`config.mk`:
```
export PLATFORM = sky130hd
export DESIGN_NAME = pce_top
export DESIGN_NICKNAME = d
export VERILOG_FILES = /design/src/rtl/pce_pkg.sv /design/src/rtl/pce_collect.sv /design/src/rtl/pce_decode.sv /design/src/rtl/pce_gds.sv /design/src/rtl/pce_mover.sv /design/src/rtl/pce_top.sv
export SDC_FILE = /design/constraint.sdc
export NUM_CORES = 2
export LEC_CHECK = 0
export BUFFER_PORTS_ARGS = -buffer_cell sky130_fd_sc_hd__buf_4
export CORE_MARGIN = 2
export CORE_UTILIZATION = 25
export CTS_CLUSTER_DIAMETER = 100
export CTS_CLUSTER_SIZE = 40
export DETAILED_ROUTE_END_ITERATION = 16
export GPL_TIMING_DRIVEN = 0
export MAX_ROUTING_LAYER = met4
export PLACE_DENSITY = 0.43
export RECOVER_POWER = 25
export SLEW_MARGIN = 25
export SYNTH_ARGS = -nofsm -noshare
export SYNTH_HDL_FRONTEND = slang
export SYNTH_SLANG_ARGS = --single-unit
```
`constraint.sdc`:
```
create_clock -name clk -period 4.84 [get_ports clk]
set_input_delay 0 -clock clk [delete_from_list [all_inputs] [get_ports clk]]
set_output_delay 0 -clock clk [all_outputs]
set_load 0.05 [all_outputs]
```
`src/rtl/pce_pkg.sv`:
```
package pce_pkg;
  localparam int DW        = 32;
  localparam int PKT_WORDS = 6;
  localparam int LEN_W     = 21;
  localparam int WCNT_W    = LEN_W - 2;

  typedef enum logic [1:0] {
    SP_MEM = 2'd0,
    SP_REG = 2'd1,
    SP_GDS = 2'd2,
    SP_IMM = 2'd3
  } space_e;

  typedef struct packed {
    space_e              src_sp;
    space_e              dst_sp;
    logic                src_fix;
    logic                dst_fix;
    logic [63:0]         src_addr;
    logic [63:0]         dst_addr;
    logic [DW-1:0]       imm;
    logic [WCNT_W-1:0]   nwords;
    logic                bad;
  } plan_t;
endpackage

```
`src/rtl/pce_collect.sv`:
```
module pce_collect
  import pce_pkg::*;
#(
  parameter int N = PKT_WORDS
) (
  input  logic                  clk,
  input  logic                  rst_n,
  input  logic                  enable,
  input  logic                  in_valid,
  output logic                  in_ready,
  input  logic [DW-1:0]         in_data,
  output logic [N-1:0][DW-1:0]  words,
  output logic                  pkt_pulse
);
  localparam int CW = $clog2(N);

  logic [CW-1:0] cnt;
  logic          take;

  assign in_ready = enable && !pkt_pulse;
  assign take     = in_valid && in_ready;

  always_ff @(posedge clk) begin
    if (!rst_n) begin
      cnt       <= '0;
      pkt_pulse <= 1'b0;
      words     <= '0;
    end else begin
      pkt_pulse <= 1'b0;
      if (take) begin
        words[cnt] <= in_data;
        if (cnt == CW'(N - 1)) begin
          cnt       <= '0;
          pkt_pulse <= 1'b1;
        end else begin
          cnt <= cnt + 1'b1;
        end
      end
    end
  end

  AST_CNT_RANGE: assert property (@(posedge clk) disable iff (!rst_n)
    32'(cnt) < N);
  AST_PULSE_ON_LAST: assert property (@(posedge clk) disable iff (!rst_n)
    pkt_pulse |-> $past(take));
endmodule

```
`src/rtl/pce_decode.sv`:
```
module pce_decode
  import pce_pkg::*;
(
  input  logic [PKT_WORDS-1:0][DW-1:0] pkt,
  output plan_t                        plan
);
  logic [DW-1:0]    ctrl, lw;
  logic [1:0]       dsel, ssel;
  logic [LEN_W-1:0] bytes;
  logic             s_regsp, d_regsp, s_hold, d_hold;
  logic             unused_bits;

  assign ctrl    = pkt[0];
  assign lw      = pkt[5];
  assign dsel    = ctrl[21:20];
  assign ssel    = ctrl[30:29];
  assign bytes   = lw[LEN_W-1:0];
  assign s_regsp = lw[26];
  assign d_regsp = lw[27];
  assign s_hold  = lw[28];
  assign d_hold  = lw[29];
  assign unused_bits = ^{ctrl[31], ctrl[28:22], ctrl[19:0], lw[31:30], lw[25:21]};

  always_comb begin
    plan          = '0;
    plan.src_addr = {pkt[2], pkt[1]};
    plan.dst_addr = {pkt[4], pkt[3]};
    plan.imm      = pkt[1];

    unique case (dsel)
      2'd0:    plan.dst_sp = d_regsp ? SP_REG : SP_MEM;
      2'd1:    plan.dst_sp = SP_GDS;
      2'd3:    plan.dst_sp = SP_MEM;
      default: begin plan.dst_sp = SP_MEM; plan.bad = 1'b1; end
    endcase

    unique case (ssel)
      2'd0:    plan.src_sp = s_regsp ? SP_REG : SP_MEM;
      2'd1:    plan.src_sp = SP_GDS;
      2'd2:    plan.src_sp = SP_IMM;
      default: plan.src_sp = SP_MEM;
    endcase

    plan.src_fix = (ssel == 2'd0) && !s_regsp && s_hold;
    plan.dst_fix = (dsel == 2'd0) && !d_regsp && d_hold;

    if (plan.src_fix && plan.dst_fix)
      plan.nwords = (bytes != '0) ? WCNT_W'(1) : '0;
    else
      plan.nwords = bytes[LEN_W-1:2];

    if ((ssel == 2'd2) && (bytes > LEN_W'(4)))
      plan.bad = 1'b1;
  end
endmodule

```
`src/rtl/pce_gds.sv`:
```
module pce_gds
  import pce_pkg::*;
#(
  parameter int WORDS = 64,
  localparam int AW = $clog2(WORDS)
) (
  input  logic          clk,
  input  logic          we,
  input  logic [AW-1:0] widx,
  input  logic [DW-1:0] wdata,
  input  logic [AW-1:0] ridx,
  output logic [DW-1:0] rdata
);
  logic [DW-1:0] ram [WORDS];

  always_ff @(posedge clk) begin
    if (we) ram[widx] <= wdata;
  end

  assign rdata = ram[ridx];
endmodule

```
`src/rtl/pce_mover.sv`:
```
module pce_mover
  import pce_pkg::*;
#(
  parameter int RIW = 8,
  parameter int GAW = 6
) (
  input  logic            clk,
  input  logic            rst_n,
  input  logic            start,
  input  plan_t           plan,
  output logic            idle,
  output logic            mem_req_valid,
  input  logic            mem_req_ready,
  output logic            mem_req_write,
  output logic [63:0]     mem_req_addr,
  output logic [DW-1:0]   mem_req_wdata,
  input  logic            mem_rsp_valid,
  output logic            mem_rsp_ready,
  input  logic [DW-1:0]   mem_rsp_rdata,
  output logic            reg_wr_en,
  output logic            reg_rd_en,
  output logic [RIW-1:0]  reg_idx,
  output logic [DW-1:0]   reg_wdata,
  input  logic [DW-1:0]   reg_rdata,
  output logic            gds_we,
  output logic [GAW-1:0]  gds_widx,
  output logic [DW-1:0]   gds_wdata,
  output logic [GAW-1:0]  gds_ridx,
  input  logic [DW-1:0]   gds_rdata,
  output logic            done,
  output logic            error
);
  typedef enum logic [2:0] {M_IDLE, M_FETCH, M_WAIT, M_STORE, M_END} mst_e;

  mst_e              st;
  space_e            ssp_q, dsp_q;
  logic              sfix_q, dfix_q, have_q, bad_q;
  logic [63:0]       saddr_q, daddr_q;
  logic [WCNT_W-1:0] remain_q;
  logic [DW-1:0]     word_q;
  logic              need_fetch, stored;

  assign need_fetch = !(sfix_q && have_q) && (ssp_q != SP_IMM);
  assign stored     = (st == M_STORE) && ((dsp_q != SP_MEM) || mem_req_ready);
  assign idle       = (st == M_IDLE);
  assign done       = (st == M_END);
  assign error      = (st == M_END) && bad_q;

  always_comb begin
    mem_req_valid = 1'b0;
    mem_req_write = 1'b0;
    mem_rsp_ready = 1'b0;
    reg_wr_en     = 1'b0;
    reg_rd_en     = 1'b0;
    gds_we        = 1'b0;
    mem_req_addr  = (st == M_STORE) ? daddr_q : saddr_q;
    reg_idx       = (st == M_STORE) ? daddr_q[RIW+1:2] : saddr_q[RIW+1:2];
    mem_req_wdata = word_q;
    reg_wdata     = word_q;
    gds_wdata     = word_q;
    gds_widx      = daddr_q[GAW+1:2];
    gds_ridx      = saddr_q[GAW+1:2];
    unique case (st)
      M_FETCH: if (need_fetch) begin
        if (ssp_q == SP_MEM) mem_req_valid = 1'b1;
        if (ssp_q == SP_REG) reg_rd_en = 1'b1;
      end
      M_WAIT:  mem_rsp_ready = 1'b1;
      M_STORE: begin
        unique case (dsp_q)
          SP_MEM:  begin mem_req_valid = 1'b1; mem_req_write = 1'b1; end
          SP_REG:  reg_wr_en = 1'b1;
          SP_GDS:  gds_we = 1'b1;
          default: ;
        endcase
      end
      default: ;
    endcase
  end

  always_ff @(posedge clk) begin
    if (!rst_n) begin
      st       <= M_IDLE;
      ssp_q    <= SP_MEM;
      dsp_q    <= SP_MEM;
      sfix_q   <= 1'b0;
      dfix_q   <= 1'b0;
      have_q   <= 1'b0;
      bad_q    <= 1'b0;
      saddr_q  <= '0;
      daddr_q  <= '0;
      remain_q <= '0;
      word_q   <= '0;
    end else begin
      unique case (st)
        M_IDLE: if (start) begin
          ssp_q    <= plan.src_sp;
          dsp_q    <= plan.dst_sp;
          sfix_q   <= plan.src_fix;
          dfix_q   <= plan.dst_fix;
          saddr_q  <= plan.src_addr;
          daddr_q  <= plan.dst_addr;
          remain_q <= plan.nwords;
          word_q   <= plan.imm;
          have_q   <= 1'b0;
          bad_q    <= plan.bad;
          if (plan.bad || (plan.nwords == '0)) st <= M_END;
          else                                 st <= M_FETCH;
        end
        M_FETCH: begin
          if (!need_fetch) st <= M_STORE;
          else begin
            unique case (ssp_q)
              SP_MEM: if (mem_req_ready) st <= M_WAIT;
              SP_REG: begin word_q <= reg_rdata; st <= M_STORE; end
              SP_GDS: begin word_q <= gds_rdata; st <= M_STORE; end
              default: st <= M_STORE;
            endcase
          end
        end
        M_WAIT: if (mem_rsp_valid) begin
          word_q <= mem_rsp_rdata;
          st     <= M_STORE;
        end
        M_STORE: if (stored) begin
          have_q   <= 1'b1;
          remain_q <= remain_q - 1'b1;
          if (!sfix_q && (ssp_q != SP_IMM)) saddr_q <= saddr_q + 64'd4;
          if (!dfix_q)                      daddr_q <= daddr_q + 64'd4;
          st <= (remain_q == WCNT_W'(1)) ? M_END : M_FETCH;
        end
        default: begin
          st    <= M_IDLE;
          bad_q <= 1'b0;
        end
      endcase
    end
  end

  AST_REQ_HOLD: assert property (@(posedge clk) disable iff (!rst_n)
    (mem_req_valid && !mem_req_ready) |=> (mem_req_valid && $stable(mem_req_addr)
      && $stable(mem_req_write) && $stable(mem_req_wdata)));
  AST_DONE_PULSE: assert property (@(posedge clk) disable iff (!rst_n)
    done |=> (!done && idle));
  AST_ERR_NO_WRITE: assert property (@(posedge clk) disable iff (!rst_n)
    bad_q |-> !(mem_req_valid && mem_req_write) && !reg_wr_en && !gds_we);
  AST_FIX_DST: assert property (@(posedge clk) disable iff (!rst_n)
    (!idle && dfix_q) |=> $stable(daddr_q));
  AST_ONE_READ: assert property (@(posedge clk) disable iff (!rst_n)
    mem_rsp_ready |-> !mem_req_valid);
endmodule

```
`src/rtl/pce_top.sv`:
```
module pce_top
  import pce_pkg::*;
#(
  parameter int REG_IDX_W = 8,
  parameter int GDS_WORDS = 64
) (
  input  logic                 clk,
  input  logic                 rst_n,
  input  logic                 cmd_valid,
  output logic                 cmd_ready,
  input  logic [31:0]          cmd_data,
  output logic                 mem_req_valid,
  input  logic                 mem_req_ready,
  output logic                 mem_req_write,
  output logic [63:0]          mem_req_addr,
  output logic [31:0]          mem_req_wdata,
  input  logic                 mem_rsp_valid,
  output logic                 mem_rsp_ready,
  input  logic [31:0]          mem_rsp_rdata,
  output logic                 reg_wr_en,
  output logic                 reg_rd_en,
  output logic [REG_IDX_W-1:0] reg_idx,
  output logic [31:0]          reg_wdata,
  input  logic [31:0]          reg_rdata,
  output logic                 busy,
  output logic                 done,
  output logic                 error
);
  localparam int GAW = $clog2(GDS_WORDS);

  logic [PKT_WORDS-1:0][DW-1:0] words;
  logic                         pkt_pulse, mv_idle;
  plan_t                        plan;
  logic                         gds_we;
  logic [GAW-1:0]               gds_widx, gds_ridx;
  logic [DW-1:0]                gds_wdata, gds_rdata;

  assign busy = !mv_idle || pkt_pulse;

  pce_collect #(.N(PKT_WORDS)) u_collect (
    .clk(clk), .rst_n(rst_n), .enable(mv_idle),
    .in_valid(cmd_valid), .in_ready(cmd_ready), .in_data(cmd_data),
    .words(words), .pkt_pulse(pkt_pulse)
  );

  pce_decode u_decode (.pkt(words), .plan(plan));

  pce_gds #(.WORDS(GDS_WORDS)) u_gds (
    .clk(clk), .we(gds_we), .widx(gds_widx), .wdata(gds_wdata),
    .ridx(gds_ridx), .rdata(gds_rdata)
  );

  pce_mover #(.RIW(REG_IDX_W), .GAW(GAW)) u_mover (
    .clk(clk), .rst_n(rst_n), .start(pkt_pulse), .plan(plan), .idle(mv_idle),
    .mem_req_valid(mem_req_valid), .mem_req_ready(mem_req_ready),
    .mem_req_write(mem_req_write), .mem_req_addr(mem_req_addr),
    .mem_req_wdata(mem_req_wdata), .mem_rsp_valid(mem_rsp_valid),
    .mem_rsp_ready(mem_rsp_ready), .mem_rsp_rdata(mem_rsp_rdata),
    .reg_wr_en(reg_wr_en), .reg_rd_en(reg_rd_en), .reg_idx(reg_idx),
    .reg_wdata(reg_wdata), .reg_rdata(reg_rdata),
    .gds_we(gds_we), .gds_widx(gds_widx), .gds_wdata(gds_wdata),
    .gds_ridx(gds_ridx), .gds_rdata(gds_rdata),
    .done(done), .error(error)
  );

  AST_CMD_BLOCKED: assert property (@(posedge clk) disable iff (!rst_n)
    busy |-> !cmd_ready);
  AST_ERR_WITH_DONE: assert property (@(posedge clk) disable iff (!rst_n)
    error |-> (done && !(mem_req_valid || reg_wr_en || reg_rd_en)));
endmodule

```
==> results.txt <==
* Maximum number of pins on one net before global-route repair: 56
- Cell Rows: around 230
- After clock tree synthesis, the clock-pin slew on the worst setup and hold paths is roughly 0.14 ns.
- Dividing total power by cell area gives a power density of 309 nW/um^2.
- Primary FF master, synth: edfxtp_1
* Growth of design area from synthesis to finish: 18.0%
- The via count of the first global-routing pass was 60.3k.
- Chain of cells forming the critical path: clkbuf_1 -> nor2b_1 -> clkbuf_2 -> clkbuf_1 -> a22oi_1 -> nand3_1 -> nand2_1 -> o21ai_0 -> a31oi_1
* Count of final hold-check violations: 0
- WP buf/inv: 3
* Filler-free cell count of the finished design: 12.5k
* Largest delay contributor family on the critical path: buffers and inverters
- Kind of launch point of the worst setup path: register
- The clock arrives with about 0.092 ns of skew.
- Worst hold margin: 0.0910 ns
- The clock passes through at most 3 buffers.
- TritonCTS created 106 clock buffers.
* Unrepaired setup endpoints after global routing: yes
- Share of the clock period used by the worst path after layout: 0.985
* Number of instances in the synthesized netlist: 6591
* Count of unresolved DRC violations after routing: 0
* Insertion delay of the later-clocked pin in the worst-skew pair: just under 0.9 ns
- At the end of routability-driven placement, the weighted congestion stood at 0.962.
* WS Path Type: reg2reg
- From bottom edge to top edge, the die measures 627 microns.
- During synthesis, Yosys emitted a total of 0 warnings.
* Internal reg-to-reg setup slack: ~0.073 ns
* Most instantiated library cell after synthesis: edfxtp_1
- In the global route stage, overall resource usage came out at 0.202.
* Portion of synthesized cell area occupied by the leading cell type: 0.633
* 1st-pass router iterations: 6
* Maximum clock frequency: around 0.21 GHz
- The checks that failed: max-capacitance violations, max-slew violations.
- For this design, the slowest cell found on the critical path is o21ai_0.
- Detailed routing inserted a total of 62.9k vias.
- Max-cap violations in this run came to 22.
- Placed cells: about 12k
- Post-synth top area cell: edfxtp_1
- In this run, the number of DRC markers left after iteration 0 of detailed routing was 7743.
- For the pin with the worst max-slew slack, the measured transition is 3.09 ns.
- Detailed-placement wirelength estimate: 288000 microns
- CP max stage delay: 0.86 ns
- The run finished, with violations left.
* Worst min-delay path category: in2reg
- 246 I/O pins were placed.
* Number of H-tree levels: 3
* Via count normalized by instance count: 5.04
- The count of final max-slew check failures was 910.
* Total standard cell area after synthesis: 97200 sq um
* Antenna-violating nets left: 0
- The worst pin sits at a relative slew slack of -1.06.
- Final net count: 7313
- Setup violations remaining at the end of the flow were counted as 0.
* Post-synth top cells: edfxtp_1 (2048), nand2_1 (796), mux2i_1 (622)
- In this design, the critical path's most frequently occurring cell is clkbuf_1.
* Number of clock sinks: 2405
- Final routed wire length divided by cell count: 31.8 microns
* Required time at the endpoint of the critical path: 5.56 ns
- In this run the worst path has a maximum fanout of 10.
- Core Region: ~390000 sq um
- Reported leakage power: 38.6 nW
- Summed over all layers, the routed wires come to 398000 microns.
- TritonCTS built the clock tree.
- The first global-routing pass estimated 530000 microns of wire.
* Starting density of the core: 0.252
- A synthesized cell averages 14.7 sq um.
* Critical path data arrival time: 5.49 ns
* Post-synth cell types: roughly 80
- The number of nets in the synthesized netlist is 6698.
* Final critical-path required period: 4.77 ns
- Seq/Total Area, Yosys: 0.706
- Fraction of final layout cells sized beyond drive strength 1: 0.159
- Global routing finished with a remaining overflow of 0.
* Antenna violations before repair: 39
* Total die area: 394000 sq um
* Count of flip-flops with a built-in enable after synthesis: ~2k
* Clk Tree Root Cell: clkbuf_16
- The worst setup path is captured at a register.
* IO buf count: between 200 and 250
* Peak VDD IR: 0.356 mV
- In this run, synthesis produced a sequential element count of ~2.4k.
* DIE WIDTH: 627 microns
* Ys async rst share: 0
- Leading post-synthesis cells by cell area: edfxtp_1 (63%), dfxtp_1 (7.4%), mux2i_1 (6.4%), mux4_2 (5.2%), nand2_1 (3.1%)
- Number of post-CTS setup repair buffers: 0
report_power, final:
part           total (W)  leakage [nW]  switching, W  internal (W)
Clock             0.0127          1.99       0.00784       0.00490
Sequential        0.0222          26.2     0.0000229        0.0221
Combinational   0.000558          10.3      0.000401      0.000158
Total             0.0355          38.6       0.00826        0.0272
layer usage:
metal / GRT usage / wire, microns / vias to the layer above
li1: - / - / 26800
met1: 0.266 / 171000 / 33100
met2: 0.322 / 187000 / 2594
met3: 0.0252 / 24900 / 481
met4: 0.0705 / 15500 / 0
met5: - / 0 / -
final cells by class:
class,count,area [sq um]
sequential,2405,68700
clock inverter,89,1460
timing repair buffer,508,6100
multi-input combinational,3693,26900
tap,5175,6470
clock buffer,107,2680
fill,38800,272000
antenna,29,72.6
buffer,479,2180
inverter,13,48.8
sequential cells by signal (all words and copies together), names as in the netlist, 2 cells and up, named ones only:
register / flops
u_mover.remain_q: 19
u_mover.saddr_q: 64
u_mover.gds_wdata: 32
u_gds.ram: 2048
u_mover.st: 3
u_mover.ssp_q: 2
u_collect.cnt: 3
u_mover.dsp_q: 2
u_mover.daddr_q: 64
u_collect.words: 157
logic make-up after synthesis:
logic type      synth area share
fa+ha+maj               0.000772
compound gates            0.0775
flops                      0.706
xor+xnor                0.000180
mux                        0.117
buf+inv                   0.0223
simple gates              0.0760
cell usage in the layout (no fill, tap or decap), drive strengths merged, types with 26 or more instances in the layout:
cell type and instances:
edfxtp 2048, nand2 796, mux2i 622, buf 584, clkbuf 400, dfxtp 357
a22oi 329, a21oi 321, nor2 276, o21ai 228, mux4 223, nand3 200
dlygate4sd3 109, o22ai 96, a31oi 76, inv 64, nor3 62, nand4 57
and3 52, clkinv 33, nor4 31, diode 29, a211oi 29, and2 26
stage by stage:
stage	total power [W]	cell area, sq um	setup TNS [ns]	worst slack, ns	utilization
floorplan	0.0227	97200	0	1.41	-
global placement	0.0231	105000	-3772.69	-2.52	0.273
detailed placement	0.0231	110000	0	0.0704	0.284
CTS	0.0357	115000	0	0.0114	0.298
global route	0.0363	115000	-0.00642	-0.00642	0.297
finish	0.0355	115000	0	0.0734	0.297
worst reg2reg max path, cell delays in order (launching register included):
cell and delay [ns]:
dfxtp_1 0.62, clkbuf_1 0.65, nor2b_1 0.37, clkbuf_2 0.58, clkbuf_1 0.79, a22oi_1 0.18
nand3_1 0.24, nand2_1 0.18, o21ai_0 0.86, a31oi_1 0.18
what timing repair did:
action	in CTS	in global routing
hold buffers	109	0
hold endpoints to repair	202	0
endpoints found under the setup margin	17	7
pin swaps	0	0
resized for setup	4	6
final timing paths:
path                                         endpoint           startpoint  cells past startpoint
worst max-delay path            u_mover.gds_wdata[28]             register                      9
worst min-delay path             u_mover.gds_wdata[4]     mem_rsp_rdata[4]                      5
worst max register to register  u_mover.gds_wdata[28]             register                      9
worst min register to register     u_mover.daddr_q[0]  u_collect.words[96]                      2
No activity file was read; power rests on OpenSTA's default activity.
